**src/rtl/uart_regif_pkg.sv**
```systemverilog
package uart_regif_pkg;
  localparam int BYTE_W  = 8;
  localparam int NUM_SRC = 3;

  // interrupt source bit positions in the status and enable registers
  localparam int SRC_RX    = 0;
  localparam int SRC_TXLOW = 1;
  localparam int SRC_OVR   = 2;

  // handshake flag positions in the data register
  localparam int FLAG_RX = 8;
  localparam int FLAG_TX = 9;

  typedef enum logic [1:0] {
    REG_DATA   = 2'd0,
    REG_CTRL   = 2'd1,
    REG_STAT   = 2'd2,
    REG_ENABLE = 2'd3
  } regSel_e;

  typedef struct packed {
    logic popRx;
    logic pushTx;
    logic wrCtrl;
    logic wrIntClr;
    logic wrIntEn;
  } regStrobe_t;

  typedef struct packed {
    logic [BYTE_W-1:0]  rxHead;
    logic               rxAvail;
    logic               txSpace;
    logic               txBusy;
    logic               hostEn;
    logic [NUM_SRC-1:0] intStat;
    logic [NUM_SRC-1:0] intEn;
  } regView_t;
endpackage

```
**src/rtl/uart_regif_fifo.sv**
```systemverilog
module uart_regif_fifo #(
  parameter int WIDTH = 8,
  parameter int DEPTH = 16
) (
  input  logic             clk,
  input  logic             rstN,
  input  logic             push,
  input  logic [WIDTH-1:0] pushData,
  input  logic             pop,
  output logic [WIDTH-1:0] head,
  output logic             empty,
  output logic             full,
  output logic [$clog2(DEPTH+1)-1:0] count
);
  localparam int PTR_W = (DEPTH > 1) ? $clog2(DEPTH) : 1;
  localparam int CNT_W = $clog2(DEPTH + 1);

  logic [WIDTH-1:0] mem [DEPTH];
  logic [PTR_W-1:0] wrPtr, rdPtr;
  logic [CNT_W-1:0] cnt;
  logic             doPush, doPop;

  assign empty  = (cnt == '0);
  assign full   = (cnt == CNT_W'(DEPTH));
  assign doPush = push && !full;
  assign doPop  = pop && !empty;
  assign count  = cnt;
  assign head   = empty ? '0 : mem[rdPtr];

  function automatic logic [PTR_W-1:0] nextPtr(input logic [PTR_W-1:0] p);
    return (p == PTR_W'(DEPTH - 1)) ? '0 : p + PTR_W'(1);
  endfunction

  always_ff @(posedge clk) begin
    if (doPush) mem[wrPtr] <= pushData;
  end

  always_ff @(posedge clk) begin
    if (!rstN) begin
      wrPtr <= '0;
      rdPtr <= '0;
      cnt   <= '0;
    end else begin
      if (doPush) wrPtr <= nextPtr(wrPtr);
      if (doPop)  rdPtr <= nextPtr(rdPtr);
      case ({doPush, doPop})
        2'b10:   cnt <= cnt + CNT_W'(1);
        2'b01:   cnt <= cnt - CNT_W'(1);
        default: cnt <= cnt;
      endcase
    end
  end
endmodule

```
**src/rtl/uart_regif_dp.sv**
```systemverilog
module uart_regif_dp
  import uart_regif_pkg::*;
#(
  parameter int DEPTH     = 16,
  parameter int LOW_LEVEL = 2
) (
  input  logic              clk,
  input  logic              rstN,
  input  regStrobe_t        strb,
  input  logic [BYTE_W-1:0] wrByte,
  input  logic [NUM_SRC-1:0] wrBits,
  output regView_t          view,
  output logic              irq,
  output logic              txValid,
  output logic [BYTE_W-1:0] txByte,
  input  logic              txTake,
  input  logic              txShiftBusy,
  input  logic              rxStrobe,
  input  logic [BYTE_W-1:0] rxByte,
  output logic [$clog2(DEPTH+1)-1:0] rxCount,
  output logic [$clog2(DEPTH+1)-1:0] txCount
);
  localparam int CNT_W = $clog2(DEPTH + 1);

  logic [BYTE_W-1:0]  rxHead;
  logic               rxEmpty, rxFull, txEmpty, txFull;
  logic               rxEmptyQ, txLowQ, txLow;
  logic               hostEn;
  logic [NUM_SRC-1:0] intStat, intEn, setVec, clrVec;

  uart_regif_fifo #(.WIDTH(BYTE_W), .DEPTH(DEPTH)) rxQ (
    .clk(clk), .rstN(rstN),
    .push(rxStrobe), .pushData(rxByte),
    .pop(strb.popRx),
    .head(rxHead), .empty(rxEmpty), .full(rxFull), .count(rxCount)
  );

  uart_regif_fifo #(.WIDTH(BYTE_W), .DEPTH(DEPTH)) txQ (
    .clk(clk), .rstN(rstN),
    .push(strb.pushTx), .pushData(wrByte),
    .pop(txTake),
    .head(txByte), .empty(txEmpty), .full(txFull), .count(txCount)
  );

  assign txValid = !txEmpty;
  assign txLow   = (txCount <= CNT_W'(LOW_LEVEL));

  // event detection: edges of queue conditions
  always_comb begin
    setVec            = '0;
    setVec[SRC_RX]    = !rxEmpty && rxEmptyQ;
    setVec[SRC_TXLOW] = txLow && !txLowQ;
    setVec[SRC_OVR]   = rxStrobe && rxFull;
    clrVec            = strb.wrIntClr ? wrBits : '0;
  end

  always_ff @(posedge clk) begin
    if (!rstN) begin
      rxEmptyQ <= 1'b1;
      txLowQ   <= 1'b1;
      hostEn   <= 1'b0;
      intEn    <= '0;
    end else begin
      rxEmptyQ <= rxEmpty;
      txLowQ   <= txLow;
      if (strb.wrCtrl)  hostEn <= wrBits[0];
      if (strb.wrIntEn) intEn  <= wrBits;
    end
  end

  // one sticky write-one-to-clear bit per source; a set wins over a clear
  for (genvar s = 0; s < NUM_SRC; s++) begin : g_stat
    always_ff @(posedge clk) begin
      if (!rstN)          intStat[s] <= 1'b0;
      else if (setVec[s]) intStat[s] <= 1'b1;
      else if (clrVec[s]) intStat[s] <= 1'b0;
    end
  end

  assign irq = hostEn && |(intStat & intEn);

  always_comb begin
    view         = '0;
    view.rxHead  = rxHead;
    view.rxAvail = !rxEmpty;
    view.txSpace = !txFull;
    view.txBusy  = !txEmpty || txShiftBusy;
    view.hostEn  = hostEn;
    view.intStat = intStat;
    view.intEn   = intEn;
  end
endmodule

```
**src/rtl/uart_regif_ctrl.sv**
```systemverilog
module uart_regif_ctrl
  import uart_regif_pkg::*;
#(
  parameter int BUS_W = 32
) (
  input  logic [1:0]       regAddr,
  input  logic             regWrEn,
  input  logic [BUS_W-1:0] regWrData,
  input  regView_t         view,
  output regStrobe_t       strb,
  output logic [BUS_W-1:0] regRdData
);
  regSel_e sel;
  assign sel = regSel_e'(regAddr);

  always_comb begin
    strb          = '0;
    strb.popRx    = regWrEn && (sel == REG_DATA) && regWrData[FLAG_RX];
    strb.pushTx   = regWrEn && (sel == REG_DATA) && regWrData[FLAG_TX];
    strb.wrCtrl   = regWrEn && (sel == REG_CTRL);
    strb.wrIntClr = regWrEn && (sel == REG_STAT);
    strb.wrIntEn  = regWrEn && (sel == REG_ENABLE);
  end

  always_comb begin
    regRdData = '0;
    case (sel)
      REG_DATA: begin
        regRdData[BYTE_W-1:0] = view.rxHead;
        regRdData[FLAG_RX]    = view.rxAvail;
        regRdData[FLAG_TX]    = view.txSpace;
      end
      REG_CTRL: begin
        regRdData[0] = view.hostEn;
        regRdData[1] = view.txBusy;
      end
      REG_STAT:   regRdData[NUM_SRC-1:0] = view.intStat;
      REG_ENABLE: regRdData[NUM_SRC-1:0] = view.intEn;
      default:    regRdData = '0;
    endcase
  end
endmodule

```
**src/rtl/uart_regif.sv**
```systemverilog
module uart_regif
  import uart_regif_pkg::*;
#(
  parameter int BUS_W     = 32,
  parameter int DEPTH     = 16,
  parameter int LOW_LEVEL = 2
) (
  input  logic              clk,
  input  logic              rstN,
  input  logic [1:0]        regAddr,
  input  logic              regWrEn,
  input  logic [BUS_W-1:0]  regWrData,
  output logic [BUS_W-1:0]  regRdData,
  output logic              irq,
  output logic              txValid,
  output logic [BYTE_W-1:0] txByte,
  input  logic              txTake,
  input  logic              txShiftBusy,
  input  logic              rxStrobe,
  input  logic [BYTE_W-1:0] rxByte
);
  localparam int CNT_W = $clog2(DEPTH + 1);

  regStrobe_t       strb;
  regView_t         view;
  logic [CNT_W-1:0] rxCount, txCount;

  uart_regif_ctrl #(.BUS_W(BUS_W)) u_ctrl (
    .regAddr(regAddr), .regWrEn(regWrEn), .regWrData(regWrData),
    .view(view), .strb(strb), .regRdData(regRdData)
  );

  uart_regif_dp #(.DEPTH(DEPTH), .LOW_LEVEL(LOW_LEVEL)) u_dp (
    .clk(clk), .rstN(rstN), .strb(strb),
    .wrByte(regWrData[BYTE_W-1:0]), .wrBits(regWrData[NUM_SRC-1:0]),
    .view(view), .irq(irq),
    .txValid(txValid), .txByte(txByte), .txTake(txTake),
    .txShiftBusy(txShiftBusy), .rxStrobe(rxStrobe), .rxByte(rxByte),
    .rxCount(rxCount), .txCount(txCount)
  );
endmodule

```
**config.mk**
```make
export PLATFORM = sky130hd
export DESIGN_NAME = uart_regif
export DESIGN_NICKNAME = d
export VERILOG_FILES = /design/src/rtl/uart_regif_pkg.sv /design/src/rtl/uart_regif_fifo.sv /design/src/rtl/uart_regif_dp.sv /design/src/rtl/uart_regif_ctrl.sv /design/src/rtl/uart_regif.sv
export SDC_FILE = /design/constraint.sdc
export NUM_CORES = 1
export LEC_CHECK = 0
export BUFFER_PORTS_ARGS = -buffer_cell sky130_fd_sc_hd__buf_2
export CELL_PAD_IN_SITES_DETAIL_PLACEMENT = 1
export CELL_PAD_IN_SITES_GLOBAL_PLACEMENT = 1
export CORE_MARGIN = 1
export CORE_UTILIZATION = 55
export CTS_CLUSTER_SIZE = 30
export DETAILED_ROUTE_END_ITERATION = 7
export HOLD_SLACK_MARGIN = 0.02
export PLACE_DENSITY_LB_ADDON = 0.1
export SYNTH_ARGS = -nofsm -noshare
export SYNTH_HDL_FRONTEND = slang
export SYNTH_SLANG_ARGS = --single-unit
export TNS_END_PERCENT = 30
```
**constraint.sdc**
```tcl
create_clock -name clk -period 8.6 [get_ports clk]
set_input_delay 0.43 -clock clk [delete_from_list [all_inputs] [get_ports clk]]
set_output_delay 0.43 -clock clk [all_outputs]
set_load 0.05 [all_outputs]
```
**Yosys cells after proc, flatten, opt, wreduce, memory -nomap -nowiden**

Memories as Yosys holds them, arrays and structs flattened. A register that Yosys moved wholly into a read port is not among the register bits.
Cells that the tools add are included.

- Input port bits: 48
- Output and inout port bits: 42
- Logic and storage cells: 93
- Memories kept: 2
- Bits in registers: 35
- Memory bits (writable): 256

- Mux-type cells: 26
- Equality and inequality tests: 13
- Add/sub/neg operators: 8
- Order comparisons: 1
- Reduce and logical (&&, ||, !) cells: 29
- Bitwise operators: 1

Memory list:

| memory | depth | width | read ports | clocked after memory_dff | write ports | RTL line | text |
|---|---|---|---|---|---|---|---|
| u_dp.rxQ.mem | 16 | 8 | 1 | 1 | 1 | uart_regif_fifo.sv:18 | `logic [WIDTH-1:0] mem [DEPTH];` |
| u_dp.txQ.mem | 16 | 8 | 1 | 1 | 1 | uart_regif_fifo.sv:18 |  |

Operators by type and width:

| operator | count |
|---|---|
| 2-to-1 mux 4 bit | 8 |
| one-hot mux 5 bit (2 select lines) | 2 |
| adder 4 x 1 -> 4 bit (second input constant) | 4 |
| == test 4 bit (second input constant) | 4 |
| 2-to-1 mux 8 bit | 2 |
| logical AND 1 bit | 14 |
| adder 5 x 1 -> 5 bit (second input constant) | 2 |
| == test 5 bit (second input constant) | 2 |
| logical NOT 5 bit | 2 |
| 2-to-1 mux 1 bit | 10 |
| nonzero test 2 bit | 5 |
| subtractor 5 x 1 -> 5 bit (second input constant) | 2 |
| == test 2 bit (second input constant) | 4 |
| one-hot mux 2 bit (4 select lines) | 1 |
| 2-to-1 mux 7 bit | 1 |
| == test 2 x 1 -> 1 bit (second input constant) | 3 |
| less-or-equal comparator 5 x 2 -> 1 bit (second input constant) | 1 |
| logical NOT 1 bit | 5 |
| AND 3 bit | 1 |
| 2-to-1 mux 3 bit | 1 |
| one-hot mux 1 bit (3 select lines) | 1 |
| OR reduction 3 bit | 1 |
| logical NOT 2 bit | 1 |
| logical OR 1 bit | 1 |

**Depth between registers and ports, before layout**

- Depth after elaboration: 6
- Depth in mapped cells: 13
- Gate-level depth less buffers: 11

**Modules after synthesis**

Synthesis repeated with hierarchy kept, for this count alone.

- Cells, all modules: 751
- Area, all modules: 12669.7 um2

Modules (own cells, without submodules):

| module | sequential area each (um2) | cells an instance | area each (um2) | instances |
|---|---|---|---|---|
| uart_regif_fifo | 4184.0 | 335 | 5970.7 | 2 |
| uart_regif_dp | 180.2 | 38 | 394.1 | 1 |
| uart_regif_ctrl | 0.0 | 43 | 334.1 | 1 |

**Worst setup path before layout**

Ideal clock, no wire load.

- Kind: reg2out
- From: register (tool-made name)
- To: output port regRdData[3]
- Arrival: 2522 ps
- Buffers on the path: 4
- Cell stages (with the launch flop): 8
- Slack: 5648 ps
- Path through: dfxtp_1 buf_6 buf_6 buf_4 buf_6 mux4_2 mux2i_1 a211oi_1

RTL lines:

| what | RTL line | text |
|---|---|---|
| end: declaration | uart_regif.sv:13 | `output logic [BUS_W-1:0] regRdData,` |

==> results.cfg <==
[run]
maxCapViolCount = 0

[synth]
synth-simple-area-share_pct = 5.99
synth_enable_flop_cells = 256
synthesis.instances = 715
synth_seq_cells = 299
yosys_most_used_dff = edfxtp_1
yosysSeqAreaShare_pct = 69.3
synth_area_sq_um = 12300
synthAdderAreaFrac_pct = 1.52
muxShareOfSynthArea_pct = 15.5
synthArstFlopShare_pct = 0
synth-compound-area-share_pct = 3.68
syn_area_per_cell_sq_um = 17.2
ys_types = 50
synth_top_family_by_area = multiplexers
synthXorXnorAreaFrac_pct = 0.781
ys_warn_count = 0

[worst_hold_path]
hp-class = in -> reg
hold_start = rstN

[setup_path]
critPathKind = reg -> out
crit_slowest_cell = mux4_1
max_stage_delay_ns = 0.70
worstSetupStartpointType = flip-flop
end_kind = output pin
cp_max_fo = 32
crit_chain = buf_4 > mux4_1 > mux4_2 > a221o_1 > buf_2
critical_path.top_delay_family = multiplexers
crit_required_ns = 8.17
r2r_start = u_dp.txQ.count[1]
worstPathArrival_ns = 3.15
critPathBufInv = 2

[place]
place.gp.congestion = 0.781
dpl.hpwl_mm = 16.6
portBuffers = 45

[cts]
cts_resized = 0
cts_hold_buf = 0
htreeDepth = 1
clockBufferDepth = 3
cts_sinks = 299
cts_tree = done
clock_latency_ns = 0.55
cts.clk_slew.worst_paths_ns = 0.06
cts-root-buf = clkbuf_16
cts_buffers = 31
post-cts-setup-buffers = 0

[route]
drt-wirelength-per-cell_um = 23.8
drt_iter0_drc = 289
ant_nets = 0
drtPass1Iterations = 4
routed_via_density = 5.93
num_vias = 6292
drc = 0
wl_mm = 25.3

[die]
die_h_um = 152
dieArea_sq_um = 23000
core_sq_um = 21900
num_rows = 54
io_pins = 90
start_util_pct = 56.3
die_w_um = 152

[final_layout]
area_delta_synth_final_pct = 10.7
diodes = 0
fin_nets = 820
drive_gt1_share_pct = 23.3

[power_and_ir_drop]
p_per_area_nw_per_um2 = 239
vdd_drop_max_mv = 0.224
p_leak_nw = 4.53

[grt]
grt_overflow = 0
grt_pass1_wl_mm = 38.4
grt_max_degree = 38
first_global_vias = 6567
antenna_found_initial = 0
track_usage_pct = 22.9

[timing]
rsz0062_at_grt = false
max_freq_mhz = 279
clock-skew-final_ns = 0.0111
fin_crit_sh_pct = 41.6
layout_min_cycle_time_ns = 3.58
setup_viol = 0
tns_ns = 0
drv_slew = 0
worstMarginPinSlew_ns = 1.16
relSlewSlack_pct = 22.2
hold_violations = 0
hold_slack_ns = 0.151

[status]
outcome = finished, final reports clean
==> worst paths after layout <==
check / to / depth (start not counted) / slack [ns]
max: regRdData[1] / 5 / 5.02
min: u_dp.rxEmptyQ / 2 / 0.15
max reg2reg: u_dp.txQ.count[4] / 11 / 5.19
min reg2reg: u_dp.hostEn / 2 / 0.47
==> layer usage <==
layer,global-route usage (%),vias up,wire length (um)
met5,0,-,0
met4,5.84,0,489
met3,3.11,38,1000
met2,41.1,136,13500
met1,29.4,3263,10300
li1,-,2855,-
==> where the power goes <==
| group | switching, W | total [W] | leakage, nW | internal, W |
|---|---|---|---|---|
| sequential | 0.0000174 | 0.00161 | 2.66 | 0.00159 |
| clock | 0.000528 | 0.00125 | 0.475 | 0.000720 |
| combinational | 0.000258 | 0.000398 | 1.40 | 0.000140 |
| total | 0.000804 | 0.00326 | 4.53 | 0.00245 |
==> flip-flops by register name (all words and copies together), names as in the netlist, named ones only <==
signal,flops
u_dp.rxEmptyQ,1
u_dp.hostEn,1
u_dp.txQ.rdPtr,4
u_dp.rxQ.mem,128
u_dp.txQ.wrPtr,4
u_dp.intEn,3
u_dp.view,3
u_dp.txQ.count,5
u_dp.rxQ.count,5
u_dp.rxQ.wrPtr,4
u_dp.txQ.mem,128
u_dp.rxQ.rdPtr,4
u_dp.txLowQ,1
==> cells by family (layout without fill, tap and decap cells) <==
group / Yosys count / in the layout
DFF: 299 / 299
other: 1 / 22
and+or+nand+nor: 154 / 154
buffers and inverters: 72 / 117
xor gates and xnor gates: 11 / 11
AOI/OAI and AO/OA: 68 / 68
muxes: 95 / 95
adders and majority gates: 15 / 15
==> metrics by stage <==
| step | utilization [%] | power [W] | setup slack, ns | instance area [sq um] | instances |
|---|---|---|---|---|---|
| after floorplan | - | 0.00195 | 5.65 | 12400 | 736 |
| after global placement | 58.0 | 0.00203 | 5.34 | 12700 | 1004 |
| after detailed placement | 58.0 | 0.00204 | 5.21 | 12700 | 1004 |
| after CTS | 62.4 | 0.00329 | 4.96 | 13700 | 1061 |
| after global routing | 62.4 | 0.00337 | 4.83 | 13700 | 1061 |
| final | 62.4 | 0.00326 | 5.02 | 13700 | 1061 |
==> area by class of cell <==
class                           instances  area (sq um)
Clock buffer                           38           802
Clock inverter                         19           150
Fill cell                            1945          8230
Inverter                               11          41.3
Multi-Input combinational cell        365          3510
Sequential cell                       299          8550
Tap cell                              280           350
Timing Repair Buffer                   49           255
==> cell usage after synthesis (all sizes together) (2+ instances only) <==
master | n | share of area [%]
edfxtp | 256 | 62
mux4 | 75 | 14
a211oi | 10 | 0.61
buf | 43 | 2.3
ha | 15 | 1.5
nand2 | 37 | 1.1
a41oi | 2 | 0.14
a22oi | 2 | 0.12
nand4bb | 2 | 0.18
nand2b | 8 | 0.41
nand3 | 9 | 0.37
nor3 | 9 | 0.37
a21o | 2 | 0.12
clkbuf | 18 | 0.55
o21ai | 7 | 0.28
nor2b | 9 | 0.46
a21oi | 24 | 1.0
or3 | 3 | 0.15
xor2 | 11 | 0.78
a31oi | 7 | 0.36
nor4 | 3 | 0.27
a21boi | 2 | 0.12
mux2i | 17 | 1.4
inv | 11 | 0.33
or4 | 2 | 0.12
nor2 | 59 | 1.8
dfxtp | 43 | 7.0
and2 | 9 | 0.46
mux2 | 3 | 0.27
o21a | 2 | 0.12
and3b | 2 | 0.14
a311oi | 2 | 0.14
==> placed cells by master, fill, tap and decap left out, types with 17 or more instances in the layout <==
master and n:
dfxtp_1 41, mux2i_1 17, edfxtp_1 256, a21oi_1 22, nor2_1 59, buf_2 45, conb_1 22, clkbuf_16 31
mux4_2 71, nand2_1 37
(Power assumes the default switching activity.)
